[config.mk]
export PLATFORM = sky130hd
export DESIGN_NAME = radio_seq_top
export DESIGN_NICKNAME = d
export VERILOG_FILES = /design/src/rtl/radio_seq_pkg.sv /design/src/rtl/rseq_decode.sv /design/src/rtl/rseq_wait.sv /design/src/rtl/radio_seq_top.sv
export SDC_FILE = /design/constraint.sdc
export NUM_CORES = 1
export LEC_CHECK = 0
export BUFFER_PORTS_ARGS = -buffer_cell sky130_fd_sc_hd__buf_2
export CORE_MARGIN = 5
export CORE_UTILIZATION = 38
export CTS_BUF_LIST = sky130_fd_sc_hd__clkbuf_16
export DETAILED_ROUTE_END_ITERATION = 16
export GPL_TIMING_DRIVEN = 0
export SYNTH_ARGS = -nofsm -noshare
export SYNTH_HDL_FRONTEND = slang
export SYNTH_SLANG_ARGS = --single-unit
[constraint.sdc]
create_clock -name clk -period 4.1 [get_ports clk]
set_clock_uncertainty 0.15 [all_clocks]
set_input_delay 0.41 -clock clk [delete_from_list [all_inputs] [get_ports clk]]
set_output_delay 0.41 -clock clk [all_outputs]
set_load 0.02 [all_outputs]
[src/rtl/radio_seq_pkg.sv]
package radio_seq_pkg;

    localparam logic [7:0] OP_OFF   = 8'hB0;
    localparam logic [7:0] OP_ON    = 8'hB1;
    localparam logic [7:0] OP_SLEEP = 8'hBA;
    localparam logic [7:0] OP_RX    = 8'hB2;
    localparam logic [7:0] OP_TX    = 8'hB5;

    localparam int STEP_SLOTS = 16;
    localparam int IDX_W      = $clog2(STEP_SLOTS);

    typedef enum logic [2:0] {
        ST_OFF   = 3'd0,
        ST_ON    = 3'd1,
        ST_SLEEP = 3'd2,
        ST_RX    = 3'd3,
        ST_TX    = 3'd4
    } radio_state_e;

    typedef enum logic [3:0] {
        RC_POWER_DOWN, RC_WAKE, RC_SLEEP, RC_TX_TO_ON, RC_RX_TO_ON,
        RC_ON_TO_RX, RC_RX_RETUNE, RC_TX_TO_RX, RC_ON_TO_TX,
        RC_RX_TO_TX, RC_TX_RETUNE
    } recipe_e;

    typedef enum logic [4:0] {
        S_DONE, S_REG_ON, S_REG_OFF, S_IFCAL, S_PA_DOWN, S_PA_LINE_LO,
        S_TXDIG_OFF, S_SYN_OFF, S_RSSI_CAP, S_LNA_LO, S_RXDIG_OFF,
        S_SYN_RX_OFF, S_SYN_ON, S_RXCH_ON, S_CHAN, S_BW, S_VCOCAL,
        S_SETTLE, S_RXDIG_ON, S_LNA_HI, S_TXDIG_ON, S_PA_LINE_HI,
        S_PA_UP, S_UNLOCK, S_RX_OFF
    } step_e;

    typedef enum logic [1:0] {
        PH_IDLE, PH_EXEC, PH_WAIT
    } phase_e;

    typedef struct packed {
        logic         legal;
        recipe_e      recipe;
        radio_state_e target;
    } decode_t;

    function automatic step_e recipe_step(recipe_e r, logic [IDX_W-1:0] i);
        step_e s [STEP_SLOTS];
        s = '{default: S_DONE};
        case (r)
            RC_POWER_DOWN: s = '{0: S_REG_OFF, default: S_DONE};
            RC_SLEEP:      s = '{0: S_REG_OFF, default: S_DONE};
            RC_WAKE:       s = '{0: S_REG_ON, 1: S_IFCAL, default: S_DONE};
            RC_TX_TO_ON:   s = '{0: S_PA_DOWN, 1: S_PA_LINE_LO, 2: S_TXDIG_OFF,
                                 3: S_SYN_OFF, default: S_DONE};
            RC_RX_TO_ON:   s = '{0: S_RSSI_CAP, 1: S_LNA_LO, 2: S_RXDIG_OFF,
                                 3: S_SYN_RX_OFF, default: S_DONE};
            RC_ON_TO_RX:   s = '{0: S_SYN_ON, 1: S_RXCH_ON, 2: S_CHAN, 3: S_BW,
                                 4: S_VCOCAL, 5: S_SETTLE, 6: S_RXDIG_ON,
                                 7: S_LNA_HI, default: S_DONE};
            RC_RX_RETUNE:  s = '{0: S_LNA_LO, 1: S_RXDIG_OFF, 2: S_CHAN, 3: S_BW,
                                 4: S_VCOCAL, 5: S_SETTLE, 6: S_RXDIG_ON,
                                 7: S_LNA_HI, default: S_DONE};
            RC_TX_TO_RX:   s = '{0: S_PA_DOWN, 1: S_PA_LINE_LO, 2: S_TXDIG_OFF,
                                 3: S_RXCH_ON, 4: S_CHAN, 5: S_BW, 6: S_VCOCAL,
                                 7: S_SETTLE, 8: S_RXDIG_ON, 9: S_LNA_HI,
                                 default: S_DONE};
            RC_ON_TO_TX:   s = '{0: S_SYN_ON, 1: S_CHAN, 2: S_BW, 3: S_VCOCAL,
                                 4: S_SETTLE, 5: S_TXDIG_ON, 6: S_PA_LINE_HI,
                                 7: S_PA_UP, default: S_DONE};
            RC_RX_TO_TX:   s = '{0: S_LNA_LO, 1: S_UNLOCK, 2: S_RX_OFF, 3: S_CHAN,
                                 4: S_BW, 5: S_VCOCAL, 6: S_SETTLE, 7: S_TXDIG_ON,
                                 8: S_PA_LINE_HI, 9: S_PA_UP, default: S_DONE};
            RC_TX_RETUNE:  s = '{0: S_PA_DOWN, 1: S_PA_LINE_LO, 2: S_TXDIG_OFF,
                                 3: S_CHAN, 4: S_BW, 5: S_VCOCAL, 6: S_SETTLE,
                                 7: S_TXDIG_ON, 8: S_PA_LINE_HI, 9: S_PA_UP,
                                 default: S_DONE};
            default:       s = '{default: S_DONE};
        endcase
        return s[i];
    endfunction

    function automatic logic step_waits(step_e s, logic cal_on);
        return (s == S_IFCAL && cal_on) || s == S_VCOCAL || s == S_PA_UP ||
               s == S_PA_DOWN || s == S_SETTLE;
    endfunction

endpackage

[src/rtl/rseq_decode.sv]
module rseq_decode
    import radio_seq_pkg::*;
(
    input  logic [7:0]   op,
    input  radio_state_e cur,
    output decode_t      dec
);
    always_comb begin
        dec = '{legal: 1'b0, recipe: RC_POWER_DOWN, target: ST_OFF};
        case (op)
            OP_OFF: if (cur == ST_ON)
                dec = '{legal: 1'b1, recipe: RC_POWER_DOWN, target: ST_OFF};
            OP_SLEEP: if (cur == ST_ON || cur == ST_OFF)
                dec = '{legal: 1'b1, recipe: RC_SLEEP, target: ST_SLEEP};
            OP_ON: begin
                case (cur)
                    ST_OFF, ST_SLEEP: dec = '{legal: 1'b1, recipe: RC_WAKE,     target: ST_ON};
                    ST_TX:            dec = '{legal: 1'b1, recipe: RC_TX_TO_ON, target: ST_ON};
                    ST_RX:            dec = '{legal: 1'b1, recipe: RC_RX_TO_ON, target: ST_ON};
                    default: ;
                endcase
            end
            OP_RX: begin
                case (cur)
                    ST_ON: dec = '{legal: 1'b1, recipe: RC_ON_TO_RX,  target: ST_RX};
                    ST_RX: dec = '{legal: 1'b1, recipe: RC_RX_RETUNE, target: ST_RX};
                    ST_TX: dec = '{legal: 1'b1, recipe: RC_TX_TO_RX,  target: ST_RX};
                    default: ;
                endcase
            end
            OP_TX: begin
                case (cur)
                    ST_ON: dec = '{legal: 1'b1, recipe: RC_ON_TO_TX,  target: ST_TX};
                    ST_RX: dec = '{legal: 1'b1, recipe: RC_RX_TO_TX,  target: ST_TX};
                    ST_TX: dec = '{legal: 1'b1, recipe: RC_TX_RETUNE, target: ST_TX};
                    default: ;
                endcase
            end
            default: ;
        endcase
    end
endmodule

[src/rtl/rseq_wait.sv]
module rseq_wait #(
    parameter int DLY_W   = 16,
    parameter int TMO_CYC = 64
) (
    input  logic             clk,
    input  logic             rst,
    input  logic             start,
    input  logic             use_delay,
    input  logic [DLY_W-1:0] delay_val,
    input  logic             done_in,
    output logic             fin,
    output logic             timed_out
);
    localparam int TMO_W = $clog2(TMO_CYC + 1);
    localparam logic [TMO_W-1:0] TMO_LAST = TMO_W'(TMO_CYC - 1);

    logic             active_q;
    logic             dly_q;
    logic [DLY_W-1:0] cnt_q;
    logic [TMO_W-1:0] tmo_q;

    always_comb begin
        timed_out = active_q && !dly_q && !done_in && (tmo_q == TMO_LAST);
        if (!active_q)  fin = 1'b0;
        else if (dly_q) fin = (cnt_q == '0);
        else            fin = done_in || (tmo_q == TMO_LAST);
    end

    always_ff @(posedge clk) begin
        if (rst) begin
            active_q <= 1'b0;
            dly_q    <= 1'b0;
            cnt_q    <= '0;
            tmo_q    <= '0;
        end else if (start) begin
            active_q <= 1'b1;
            dly_q    <= use_delay;
            cnt_q    <= delay_val;
            tmo_q    <= '0;
        end else if (fin) begin
            active_q <= 1'b0;
        end else if (active_q) begin
            if (dly_q) cnt_q <= cnt_q - 1'b1;
            else       tmo_q <= tmo_q + 1'b1;
        end
    end

    // the done wait never runs past its limit
    a_r14_tmo_bounded: assert property (@(posedge clk) disable iff (rst)
        (active_q && !dly_q) |-> (tmo_q <= TMO_LAST));
    // settle counter drops by one each waiting cycle
    a_r13_settle_steps: assert property (@(posedge clk) disable iff (rst)
        (active_q && dly_q && cnt_q != '0 && !start) |=> (cnt_q == $past(cnt_q) - 1'b1));
endmodule

[src/rtl/radio_seq_top.sv]
module radio_seq_top
    import radio_seq_pkg::*;
#(
    parameter int CHAN_W  = 24,
    parameter int RSSI_W  = 8,
    parameter int DLY_W   = 16,
    parameter int TMO_CYC = 64
) (
    input  logic              clk,
    input  logic              rst,
    input  logic              cmd_valid,
    input  logic [7:0]        cmd_op,
    output logic              cmd_ready,
    input  logic              cfg_cal_on_up,
    input  logic              cfg_lna_en,
    input  logic              cfg_pa_en,
    input  logic [DLY_W-1:0]  cfg_settle,
    input  logic [CHAN_W-1:0] chan_in,
    input  logic [RSSI_W-1:0] rssi_in,
    input  logic              vco_cal_done,
    input  logic              if_cal_done,
    input  logic              pa_ramp_done,
    input  logic              status_rd,
    output logic [2:0]        state_out,
    output logic              busy,
    output logic              illegal_flag,
    output logic              timeout_flag,
    output logic              reg_en,
    output logic              synth_en,
    output logic              rxchain_en,
    output logic              rx_clk_en,
    output logic              tx_clk_en,
    output logic              lna_line,
    output logic              pa_line,
    output logic              if_cal_go,
    output logic              vco_cal_go,
    output logic              synth_bw_go,
    output logic              pa_up_go,
    output logic              pa_down_go,
    output logic              afc_agc_unlock_go,
    output logic [CHAN_W-1:0] synth_chan,
    output logic [RSSI_W-1:0] rssi_rb
);
    phase_e             phase_q;
    radio_state_e       state_q, target_q;
    recipe_e            recipe_q;
    logic [IDX_W-1:0]   idx_q;
    decode_t            dec;
    step_e              cur_step;
    logic               wait_start, wait_fin, wait_tmo, done_sel;
    logic               accept;

    rseq_decode u_dec (
        .op  (cmd_op),
        .cur (state_q),
        .dec (dec)
    );

    assign cur_step   = recipe_step(recipe_q, idx_q);
    assign cmd_ready  = (phase_q == PH_IDLE);
    assign busy       = !cmd_ready;
    assign accept     = cmd_valid && cmd_ready;
    assign wait_start = (phase_q == PH_EXEC) && step_waits(cur_step, cfg_cal_on_up);
    assign state_out  = state_q;

    always_comb begin
        case (cur_step)
            S_IFCAL:            done_sel = if_cal_done;
            S_VCOCAL:           done_sel = vco_cal_done;
            S_PA_UP, S_PA_DOWN: done_sel = pa_ramp_done;
            default:            done_sel = 1'b0;
        endcase
    end

    rseq_wait #(.DLY_W(DLY_W), .TMO_CYC(TMO_CYC)) u_wait (
        .clk       (clk),
        .rst       (rst),
        .start     (wait_start),
        .use_delay (cur_step == S_SETTLE),
        .delay_val (cfg_settle),
        .done_in   (done_sel),
        .fin       (wait_fin),
        .timed_out (wait_tmo)
    );

    // sequencing
    always_ff @(posedge clk) begin
        if (rst) begin
            phase_q  <= PH_IDLE;
            state_q  <= ST_OFF;
            target_q <= ST_OFF;
            recipe_q <= RC_POWER_DOWN;
            idx_q    <= '0;
        end else begin
            case (phase_q)
                PH_IDLE: if (accept && dec.legal) begin
                    recipe_q <= dec.recipe;
                    target_q <= dec.target;
                    idx_q    <= '0;
                    phase_q  <= PH_EXEC;
                end
                PH_EXEC: begin
                    if (cur_step == S_DONE) begin
                        state_q <= target_q;
                        phase_q <= PH_IDLE;
                    end else if (wait_start) begin
                        phase_q <= PH_WAIT;
                    end else begin
                        idx_q <= idx_q + 1'b1;
                    end
                end
                PH_WAIT: if (wait_fin) begin
                    idx_q   <= idx_q + 1'b1;
                    phase_q <= PH_EXEC;
                end
                default: phase_q <= PH_IDLE;
            endcase
        end
    end

    // control actions
    always_ff @(posedge clk) begin
        if (rst) begin
            {reg_en, synth_en, rxchain_en, rx_clk_en, tx_clk_en, lna_line, pa_line} <= '0;
            {if_cal_go, vco_cal_go, synth_bw_go, pa_up_go, pa_down_go, afc_agc_unlock_go} <= '0;
            synth_chan <= '0;
            rssi_rb    <= '0;
        end else begin
            {if_cal_go, vco_cal_go, synth_bw_go, pa_up_go, pa_down_go, afc_agc_unlock_go} <= '0;
            if (phase_q == PH_EXEC) begin
                case (cur_step)
                    S_REG_ON:     reg_en <= 1'b1;
                    S_REG_OFF:    reg_en <= 1'b0;
                    S_IFCAL:      if_cal_go <= cfg_cal_on_up;
                    S_PA_DOWN:    pa_down_go <= 1'b1;
                    S_PA_LINE_LO: pa_line <= 1'b0;
                    S_TXDIG_OFF:  tx_clk_en <= 1'b0;
                    S_SYN_OFF:    synth_en <= 1'b0;
                    S_RSSI_CAP:   rssi_rb <= rssi_in;
                    S_LNA_LO:     lna_line <= 1'b0;
                    S_RXDIG_OFF:  rx_clk_en <= 1'b0;
                    S_SYN_RX_OFF: begin synth_en <= 1'b0; rxchain_en <= 1'b0; end
                    S_SYN_ON:     synth_en <= 1'b1;
                    S_RXCH_ON:    rxchain_en <= 1'b1;
                    S_CHAN:       synth_chan <= chan_in;
                    S_BW:         synth_bw_go <= 1'b1;
                    S_VCOCAL:     vco_cal_go <= 1'b1;
                    S_RXDIG_ON:   rx_clk_en <= 1'b1;
                    S_LNA_HI:     if (cfg_lna_en) lna_line <= 1'b1;
                    S_TXDIG_ON:   tx_clk_en <= 1'b1;
                    S_PA_LINE_HI: if (cfg_pa_en) pa_line <= 1'b1;
                    S_PA_UP:      pa_up_go <= 1'b1;
                    S_UNLOCK:     afc_agc_unlock_go <= 1'b1;
                    S_RX_OFF:     begin rx_clk_en <= 1'b0; rxchain_en <= 1'b0; end
                    default: ;
                endcase
            end
        end
    end

    // sticky flags
    always_ff @(posedge clk) begin
        if (rst) begin
            illegal_flag <= 1'b0;
            timeout_flag <= 1'b0;
        end else begin
            if (status_rd) begin
                illegal_flag <= 1'b0;
                timeout_flag <= 1'b0;
            end
            if (accept && !dec.legal)               illegal_flag <= 1'b1;
            if (phase_q == PH_WAIT && wait_tmo)    timeout_flag <= 1'b1;
        end
    end

    // reported state moves only when a recipe finishes
    a_r2_state_on_finish: assert property (@(posedge clk) disable iff (rst)
        !$stable(state_out) |-> $fell(busy));
    // never two strobes at once
    a_r2_one_strobe: assert property (@(posedge clk) disable iff (rst)
        $onehot0({if_cal_go, vco_cal_go, synth_bw_go, pa_up_go, pa_down_go, afc_agc_unlock_go}));
    // an illegal command starts nothing and raises the flag
    a_r1_illegal_flagged: assert property (@(posedge clk) disable iff (rst)
        (cmd_valid && cmd_ready && !dec.legal) |=> (illegal_flag && !busy));
    // external lines rise only when enabled
    a_r12_lna_gated: assert property (@(posedge clk) disable iff (rst)
        $rose(lna_line) |-> $past(cfg_lna_en));
    a_r12_pa_gated: assert property (@(posedge clk) disable iff (rst)
        $rose(pa_line) |-> $past(cfg_pa_en));
    // receive and transmit digital paths exclusive
    a_r11_clk_exclusive: assert property (@(posedge clk) disable iff (rst)
        !(rx_clk_en && tx_clk_en));
    // PA line only with transmit path running
    a_r6_pa_needs_tx: assert property (@(posedge clk) disable iff (rst)
        pa_line |-> tx_clk_en);
endmodule

# Word-level counts from Yosys, hierarchy flattened
# Memories as Yosys holds them, arrays and structs flattened. A register that Yosys moved wholly into a read port is not among the register bits.
# Cells that the tools add are included.
classes:
  n_mux: 47
  bitwise_logic: 5
  div_mod_pow: 0
  add_sub_neg: 3
  n_reduce_logical: 59
  n_shift: 0
  order_cmp: 1
  mul: 0
  n_eq_ne: 44
ops:
  columns: ["op", "count"]
  rows:
  - ["case mux 8 bit (3 select lines)", 3]
  - ["2-to-1 mux 16 bit", 4]
  - ["equality test 5 bit (second input constant)", 9]
  - ["equality test 5 x 4 -> 1 bit (second input constant)", 8]
  - ["equality test 8 bit (second input constant)", 5]
  - ["case mux 8 bit (5 select lines)", 1]
  - ["2-to-1 mux 4 bit", 6]
  - ["nonzero test 2 bit", 12]
  - ["binary-select mux 5 bit (select 4 bit)", 1]
  - ["equality test 5 x 3 -> 1 bit (second input constant)", 4]
  - ["AND reduction 2 bit", 9]
  - ["zero test 16 bit", 1]
  - ["2-to-1 mux 8 bit", 2]
  - ["subtractor 16 x 1 -> 16 bit (second input constant)", 1]
  - ["AND reduction 3 bit", 5]
  - ["2-to-1 mux 1 bit", 14]
  - ["case mux 1 bit (2 select lines)", 7]
  - ["OR reduction 2 bit", 7]
  - ["case mux 4 bit (3 select lines)", 1]
  - ["equality test 5 x 2 -> 1 bit (second input constant)", 2]
  - ["2-to-1 mux 5 bit", 2]
  - ["logical AND 1 bit", 9]
  - ["2-to-1 mux 2 bit", 4]
  - ["inequality test 2 bit (second input constant)", 4]
  - ["other kinds (24)", 38]
word_totals:
  in_bits: 66
  mem_count: 1
  mem_bits_rw: 0
  latch_bits: 0
  reg_bits: 88
  wordCells: 186
  mem_bits_ro: 720
mem_list:
  columns: ["name", "words", "word_bits", "rd", "rd_ports_with_merged_regs", "wr", "line", "rtl"]
  rows:
  - ["(name not given)", 16, 45, 1, 1, 0, "radio_seq_pkg.sv:47", "case (r)"]

# Longest topological paths before layout
# Gate-level depths: netlist (run 1).
depth:
  ltp_word: 14
  depth_mapped: 15
  mapped_depth_nobuf: 12

# Hierarchy
# Synthesis (run 1) repeated with hierarchy kept, for this count alone.
unflattened:
  cells_unflattened: 641
  hier_area_um2: 5625.4
modules_own_cells:
  columns: ["mod", "area_per_inst_um2", "seq_area_each_um2", "cells_per_inst", "n_inst"]
  rows:
  - ["radio_seq_top", 3942.5, 1781.7, 439, 1]
  - ["rseq_wait", 1370.1, 500.5, 156, 1]
  - ["rseq_decode", 312.8, 0.0, 46, 1]

# Worst setup path after synthesis (run 1)
# No wires, ideal clock.
synth_path:
  kind: "input to register"
  start: "input port cmd_op[6]"
  end: "register (tool-made name)"
  arrival_time_ps: 2921
  t_required_ps: 3827
  setup_slack_ps: 906
  setup_time_ps: 123
  n_path_buf: 3
  cell_stages: 15
  cell_sequence: "and4b_1 clkbuf_1 nand2_1 o32ai_1 o21ba_2 buf_2 mux2i_1 or2_1 clkbuf_1 inv_2 nand2_1 ha_1 nand2_1 inv_1 or2_2"
synth_rtl:
  columns: ["element", "line", "rtl"]
  rows:
  - ["start, declared", "radio_seq_top.sv:12", "input logic [7:0] cmd_op,"]

# Worst setup path in the final report (run 1)
layout_path:
  start: "register idx_q[0]"
  end: "register idx_q[2]"
layout_between:
  elab_chain_cells: 13
  word_cells_on_any_way: 30
  cone_classes: "1 x add/sub; 8 x eq/ne; 10 x mux; 1 x bitwise; 10 x reduce/logical"
layout_lines:
  columns: ["element", "line", "rtl"]
  rows:
  - ["start, declared", "radio_seq_top.sv:47", "logic [IDX_W-1:0] idx_q;"]
  - ["start signal, assigned", "radio_seq_top.sv:109", "idx_q <= idx_q + 1'b1;"]
  - ["start signal, assigned", "radio_seq_top.sv:113", "idx_q <= idx_q + 1'b1;"]
  - ["branches (longest 13 deep; another with NOT 4 -> 5 bit)", null, null]
# Several ways; the timed one is not identified. The select of a mux whose other input is x is not followed.
# A chain may end at the register's enable or synchronous reset.

==> results.sh, run 1 <==
export IMPL_cts_tree="done"
export IMPL_post_cts_resized=0
export IMPL_fin_cells=971
export IMPL_cts_made_buffers=17
export IMPL_finalHoldViolCount=0
export IMPL_holdBufCountCts=0
export IMPL_avgSynthCellArea_um2=8.53
export IMPL_cp_start_kind="flop"
export IMPL_path_class="flop to flop"
export IMPL_clockRootBuffer="clkbuf_16"
export IMPL_period_needed_ns=3.72
export IMPL_postCtsSetupRepairBufs=0
export IMPL_yosysMostFrequentCell="dfxtp_1"
export IMPL_hold_depth=3
export IMPL_ys_top_cells_by_area="dfxtp_1 (41%), nand2_1 (6.5%), nor2_1 (4.8%), mux2i_1 (4.6%), a21oi_1 (3.9%)"
export IMPL_first_iter_violations=372
export IMPL_drive_above_1_share=0.233
export IMPL_wl_per_cell_um=15.6
export IMPL_max_freq_mhz=269
export IMPL_die_w_um=130
export IMPL_hold_path_class="input pin to flop"
export IMPL_maxCapViolations=0
export IMPL_dp_hpwl_mm=11.4
export IMPL_timing_final_crit_share=0.907
export IMPL_vdd_ir_drop_max_uv=277
export IMPL_syn_inst=642
export IMPL_diodes=0
export IMPL_syn_area_mm2=0.00548
export IMPL_placed_cells=939
export IMPL_via_per_inst=5.25
export IMPL_wl_mm=15.2
export IMPL_area_delta_synth_final_pct=25.2
export IMPL_finalMaxSlewViolations=0
export IMPL_grt_usage=0.178
export IMPL_grt_max_degree=17
export IMPL_yosysTopAreaCell="dfxtp_1"
export IMPL_worst_pin_slew_ns=0.770
export IMPL_synth_warnings=0
export IMPL_htree_levels=4
export IMPL_rsz0062_at_grt="no"
export IMPL_worst_r2r_cell_count=9
export IMPL_clock_sinks=113
export IMPL_status="finished, final reports clean"
export IMPL_total_power_mw=2.63
export IMPL_rows=43
export IMPL_synth_common_cells="dfxtp_1 (113), nand2_1 (95), nor2_1 (70)"
export IMPL_fin_setup_tns_ns=0
export IMPL_clkTransAtPathRegs_ns=0.05
export IMPL_grt_pass1_wl_mm=24.0
export IMPL_cp_max_fo=10
export IMPL_io_pins=118
export IMPL_overflow=0
export IMPL_cp_end_kind="flop"
export IMPL_start_util=0.392
export IMPL_leakagePower_nw=2.90
export IMPL_slew_headroom=0.483
export IMPL_die_height_um=130
export IMPL_die_area_mm2=0.0169
export IMPL_finalWorstSetupSlack_ns=0.383
export IMPL_grt_antenna_before_repair=0
export IMPL_fin_nets=857
export IMPL_gp_congestion=0.865
export IMPL_firstDrtPassIters=5
export IMPL_synth_edf_count=0
export IMPL_cellPowerDensity_mw_per_mm2=384
export IMPL_async_flop_share=0
export IMPL_arrival_ns=3.87
export IMPL_io_buffers=117
export IMPL_ys_flop_type="dfxtp_1"
export IMPL_required_ns=4.25
export IMPL_synth_seq_cells=113
export IMPL_drc=0
export IMPL_clock_path_buffers=2
export IMPL_synth_cell_types=81
export IMPL_dp_slack_ns=0.368
export IMPL_grt_pass1_vias=4900
export IMPL_setup_violations=0
export IMPL_synth_top_area_frac=0.413
export IMPL_core_area_mm2=0.0140
export IMPL_ys_seq_area_frac=0.413
export IMPL_clock_latency_ns=0.41
export IMPL_ant_nets=0
export IMPL_synth_nets=721
export IMPL_vias=5102
export IMPL_whs_ns=0.0779
[through the flow]
| stage | util | instance area [um2] |
|---|---|---|
| final | 0.490 | 6860 |
| after global placement | 0.450 | 6290 |
| after detailed placement | 0.450 | 6290 |
| after global routing | 0.490 | 6860 |
| after floorplan | - | 5480 |
| after CTS | 0.490 | 6860 |
[cell usage in the layout, fill, tap and decap left out, types with 5 or more instances in the layout]
master / n
a211oi_1: 16
a21oi_1: 43
buf_2: 122
clkbuf_1: 25
clkbuf_16: 17
clkinv_1: 5
clkinvlp_4: 6
dfxtp_1: 113
ha_1: 13
inv_1: 21
mux2_2: 6
mux2i_1: 25
nand2_1: 95
nand3_1: 18
nand4_1: 7
nor2_1: 70
nor2b_1: 7
nor3_1: 23
nor3b_1: 5
nor4_1: 5
o21ai_0: 20
or3_1: 6
xnor2_1: 14
[final cells by class]
class / instances / area [um2]
buffer: 35 / 178
clock buffer: 17 / 425
clock inverter: 15 / 144
fill: 1401 / 7130
inverter: 24 / 90.1
multi-input combinational: 470 / 2950
sequential: 113 / 2260
tap: 180 / 225
timing repair buffer: 117 / 586
[layer usage]
metal  up-vias  routed length, um  track usage
li1       2552                  -            -
met1      2359               7030        0.235
met5         -                  0            0
met2       172               6840        0.279
met3        19               1030       0.0442
met4         0                256       0.0703
[report_power, final]
group | total [mW] | leakage [nW] | switching, mW | internal (mW)
combinational | 0.126 | 1.73 | 0.0785 | 0.0475
sequential | 1.10 | 0.910 | 0.00222 | 1.10
clock | 1.40 | 0.260 | 0.520 | 0.884
total | 2.63 | 2.90 | 0.601 | 2.03
[path summary, 6_finish.rpt]
kind / from / end / slack (ns)
worst max-delay path: idx_q[0] / idx_q[2] / 0.38
worst min register to register: synth_chan[20] / synth_chan[20] / 0.30
worst max register to register: idx_q[0] / idx_q[2] / 0.38
worst min-delay path: rssi_in[7] / rssi_rb[7] / 0.08
[critical path: stages, from the launching register on]
cell       delay (ns)
dfxtp_1          0.45
buf_6            0.21
nor2b_2          0.05
a2111oi_1        0.68
o41a_2           0.31
nand2_2          0.12
a21oi_1          0.51
o31ai_2          0.28
or4_1            0.56
a32o_1           0.28
[kinds of logic after synthesis]
group           Yosys count  share of synthesized area
mux                      32                     0.0628
buf+inv                  59                     0.0489
simple gates            273                      0.239
xor+xnor                 18                     0.0288
compound gates          134                      0.178
fa+ha+maj                13                     0.0297
flops                   113                      0.413
Note: power is estimated with default switching activity, not from simulation.
==> run 2, diff against run 1 <==
Settings changed: HOLD_SLACK_MARGIN set to 0.03, MAX_ROUTING_LAYER set to met4.
==> run 2 against run 1 <==
Against the previous run: maximum frequency rose by 1.6%; sequential share of layout area did not move; flip-flop and latch count did not move; sequential power barely moved; die area did not move; routed wire length fell by 0.22%; power barely moved; critical path depth did not move; clock power barely moved; first-iteration DRC count fell by 3.2%; final cell count did not move; critical path type unchanged; highest routed layer unchanged.
==> results.sh, run 2 (synthesized netlist as in run 1, its figures left out) <==
export IMPL_path_buf_inv=1
export IMPL_whs_ns=0.0742
export IMPL_required_ns=4.26
export IMPL_drive_above_1_share=0.233
export IMPL_cellPowerDensity_mw_per_mm2=384
export IMPL_postCtsSetupRepairBufs=0
export IMPL_rsz0062_at_grt="no"
export IMPL_clock_latency_ns=0.42
export IMPL_final_common_cell="buf_2"
export IMPL_cts_tree="done"
export IMPL_path_class="flop to flop"
export IMPL_final_cell_mix="buf_2 (122), dfxtp_1 (113), nand2_1 (95)"
export IMPL_overflow=0
export IMPL_core_area_mm2=0.0140
export IMPL_die_height_um=130
export IMPL_leakagePower_nw=2.90
export IMPL_diodes=0
export IMPL_holdBufCountCts=0
export IMPL_arrival_ns=3.82
export IMPL_die_area_mm2=0.0169
export IMPL_maxCapViolations=0
export IMPL_start_util=0.392
export IMPL_status="finished, final reports clean"
export IMPL_area_delta_synth_final_pct=25.2
export IMPL_rows=43
export IMPL_cts_made_buffers=17
export IMPL_dp_hpwl_mm=11.4
export IMPL_power_switching_uw=603
export IMPL_wl_per_cell_um=15.6
export IMPL_finalMaxSlewViolations=0
export IMPL_power_frac_comb=0.047
export IMPL_placed_cells=939
export IMPL_vias=5070
export IMPL_p_int_mw=2.03
export IMPL_wl_mm=15.1
export IMPL_setup_violations=0
export IMPL_period_needed_ns=3.66
export IMPL_max_freq_mhz=273
export IMPL_grt_pass1_vias=4897
export IMPL_clockPowerShare=0.534
export IMPL_grt_pass1_wl_mm=24.0
export IMPL_htree_levels=4
export IMPL_cp_slowest_cell="a2111oi_1"
export IMPL_cp_max_fo=10
export IMPL_seq_power_share=0.419
export IMPL_grt_max_degree=17
export IMPL_timing_final_crit_share=0.892
export IMPL_grt_usage=0.183
export IMPL_grt_antenna_before_repair=0
export IMPL_clock_sinks=113
export IMPL_slew_headroom=0.485
export IMPL_die_w_um=130
export IMPL_worst_pin_slew_ns=0.767
export IMPL_fin_setup_tns_ns=0
export IMPL_nFillCells=1401
export IMPL_clkTransAtPathRegs_ns=0.05
export IMPL_fin_nets=857
export IMPL_clock_path_buffers=2
export IMPL_worstPathCellList="buf_6 -> nor2b_2 -> a2111oi_1 -> o41a_2 -> nand2_2 -> a21oi_1 -> o31ai_2 -> or4_1 -> a32o_1"
export IMPL_drc=0
export IMPL_first_iter_violations=360
export IMPL_cp_end_kind="flop"
export IMPL_cp_start_kind="flop"
export IMPL_post_cts_resized=0
export IMPL_switching_share=0.229
export IMPL_ant_nets=0
export IMPL_vdd_ir_drop_max_uv=280
export IMPL_clockRootBuffer="clkbuf_16"
export IMPL_gp_congestion=0.879
export IMPL_fin_cells=971
export IMPL_io_buffers=117
export IMPL_firstDrtPassIters=4
export IMPL_cp_top_family="compound AO/OA/AOI/OAI gates"
export IMPL_hold_path_class="input pin to flop"
export IMPL_finalHoldViolCount=0
export IMPL_io_pins=118
export IMPL_via_per_inst=5.22
export IMPL_critPathMaxStageDelay_ns=0.68
==> run 2: cell counts in the layout (fill, tap and decap cells not counted) <==
No cell type changed its count.
==> run 2: path summary, 6_finish.rpt <==
check,cells past startpoint,to,startpoint,slack (ns)
hold reg to reg,2,synth_chan[20],synth_chan[20],0.30
hold / removal,3,rssi_rb[7],rssi_in[7],0.07
setup reg to reg,9,idx_q[2],idx_q[0],0.44
setup / recovery,9,idx_q[2],idx_q[0],0.44
==> run 2: through the flow <==
step	setup slack (ns)	instance area, um2	total power [mW]	util
final	0.442	6860	2.64	0.490
after detailed placement	0.368	6290	1.25	0.450
after global routing	0.290	6860	2.72	0.490
after CTS	0.451	6860	2.67	0.490
after global placement	0.416	6290	1.25	0.450
after floorplan	0.906	5480	1.19	-
==> run 2: power by group through the flow <==
stage	sequential [mW]	combinational, mW	clock (mW)
after CTS	1.10	0.125	1.44
after floorplan	1.13	0.0621	0
final	1.10	0.125	1.41
after global routing	1.10	0.137	1.48
after detailed placement	1.13	0.123	0
after global placement	1.13	0.120	0
==> run 2: layout make-up <==
| cell class | instances | area (um2) | area share |
|---|---|---|---|
| multi-input cells | 470 | 2950 | 0.430 |
| inverters | 24 | 90.1 | 0.0131 |
| repair buffers | 117 | 586 | 0.0854 |
| well taps | 180 | 225 | 0.0328 |
| clock buffers | 17 | 425 | 0.0620 |
| clock inverters | 15 | 144 | 0.0210 |
| flip-flops and latches | 113 | 2260 | 0.330 |
| plain buffers | 35 | 178 | 0.0259 |
==> run 2: worst register-to-register path, cell delays in order (launching register included) <==
cell and delay [ns]:
dfxtp_1 0.45, buf_6 0.21, nor2b_2 0.05, a2111oi_1 0.68, o41a_2 0.31, nand2_2 0.12, a21oi_1 0.48, o31ai_2 0.27
or4_1 0.56, a32o_1 0.27
==> run 2: layer usage <==
| layer | GRT usage | wire [um] | vias up |
|---|---|---|---|
| met5 | - | 0 | - |
| met4 | 0.0703 | 229 | 0 |
| met3 | 0.0356 | 1170 | 19 |
| met2 | 0.279 | 6840 | 160 |
| met1 | 0.241 | 6880 | 2336 |
| li1 | - | - | 2555 |
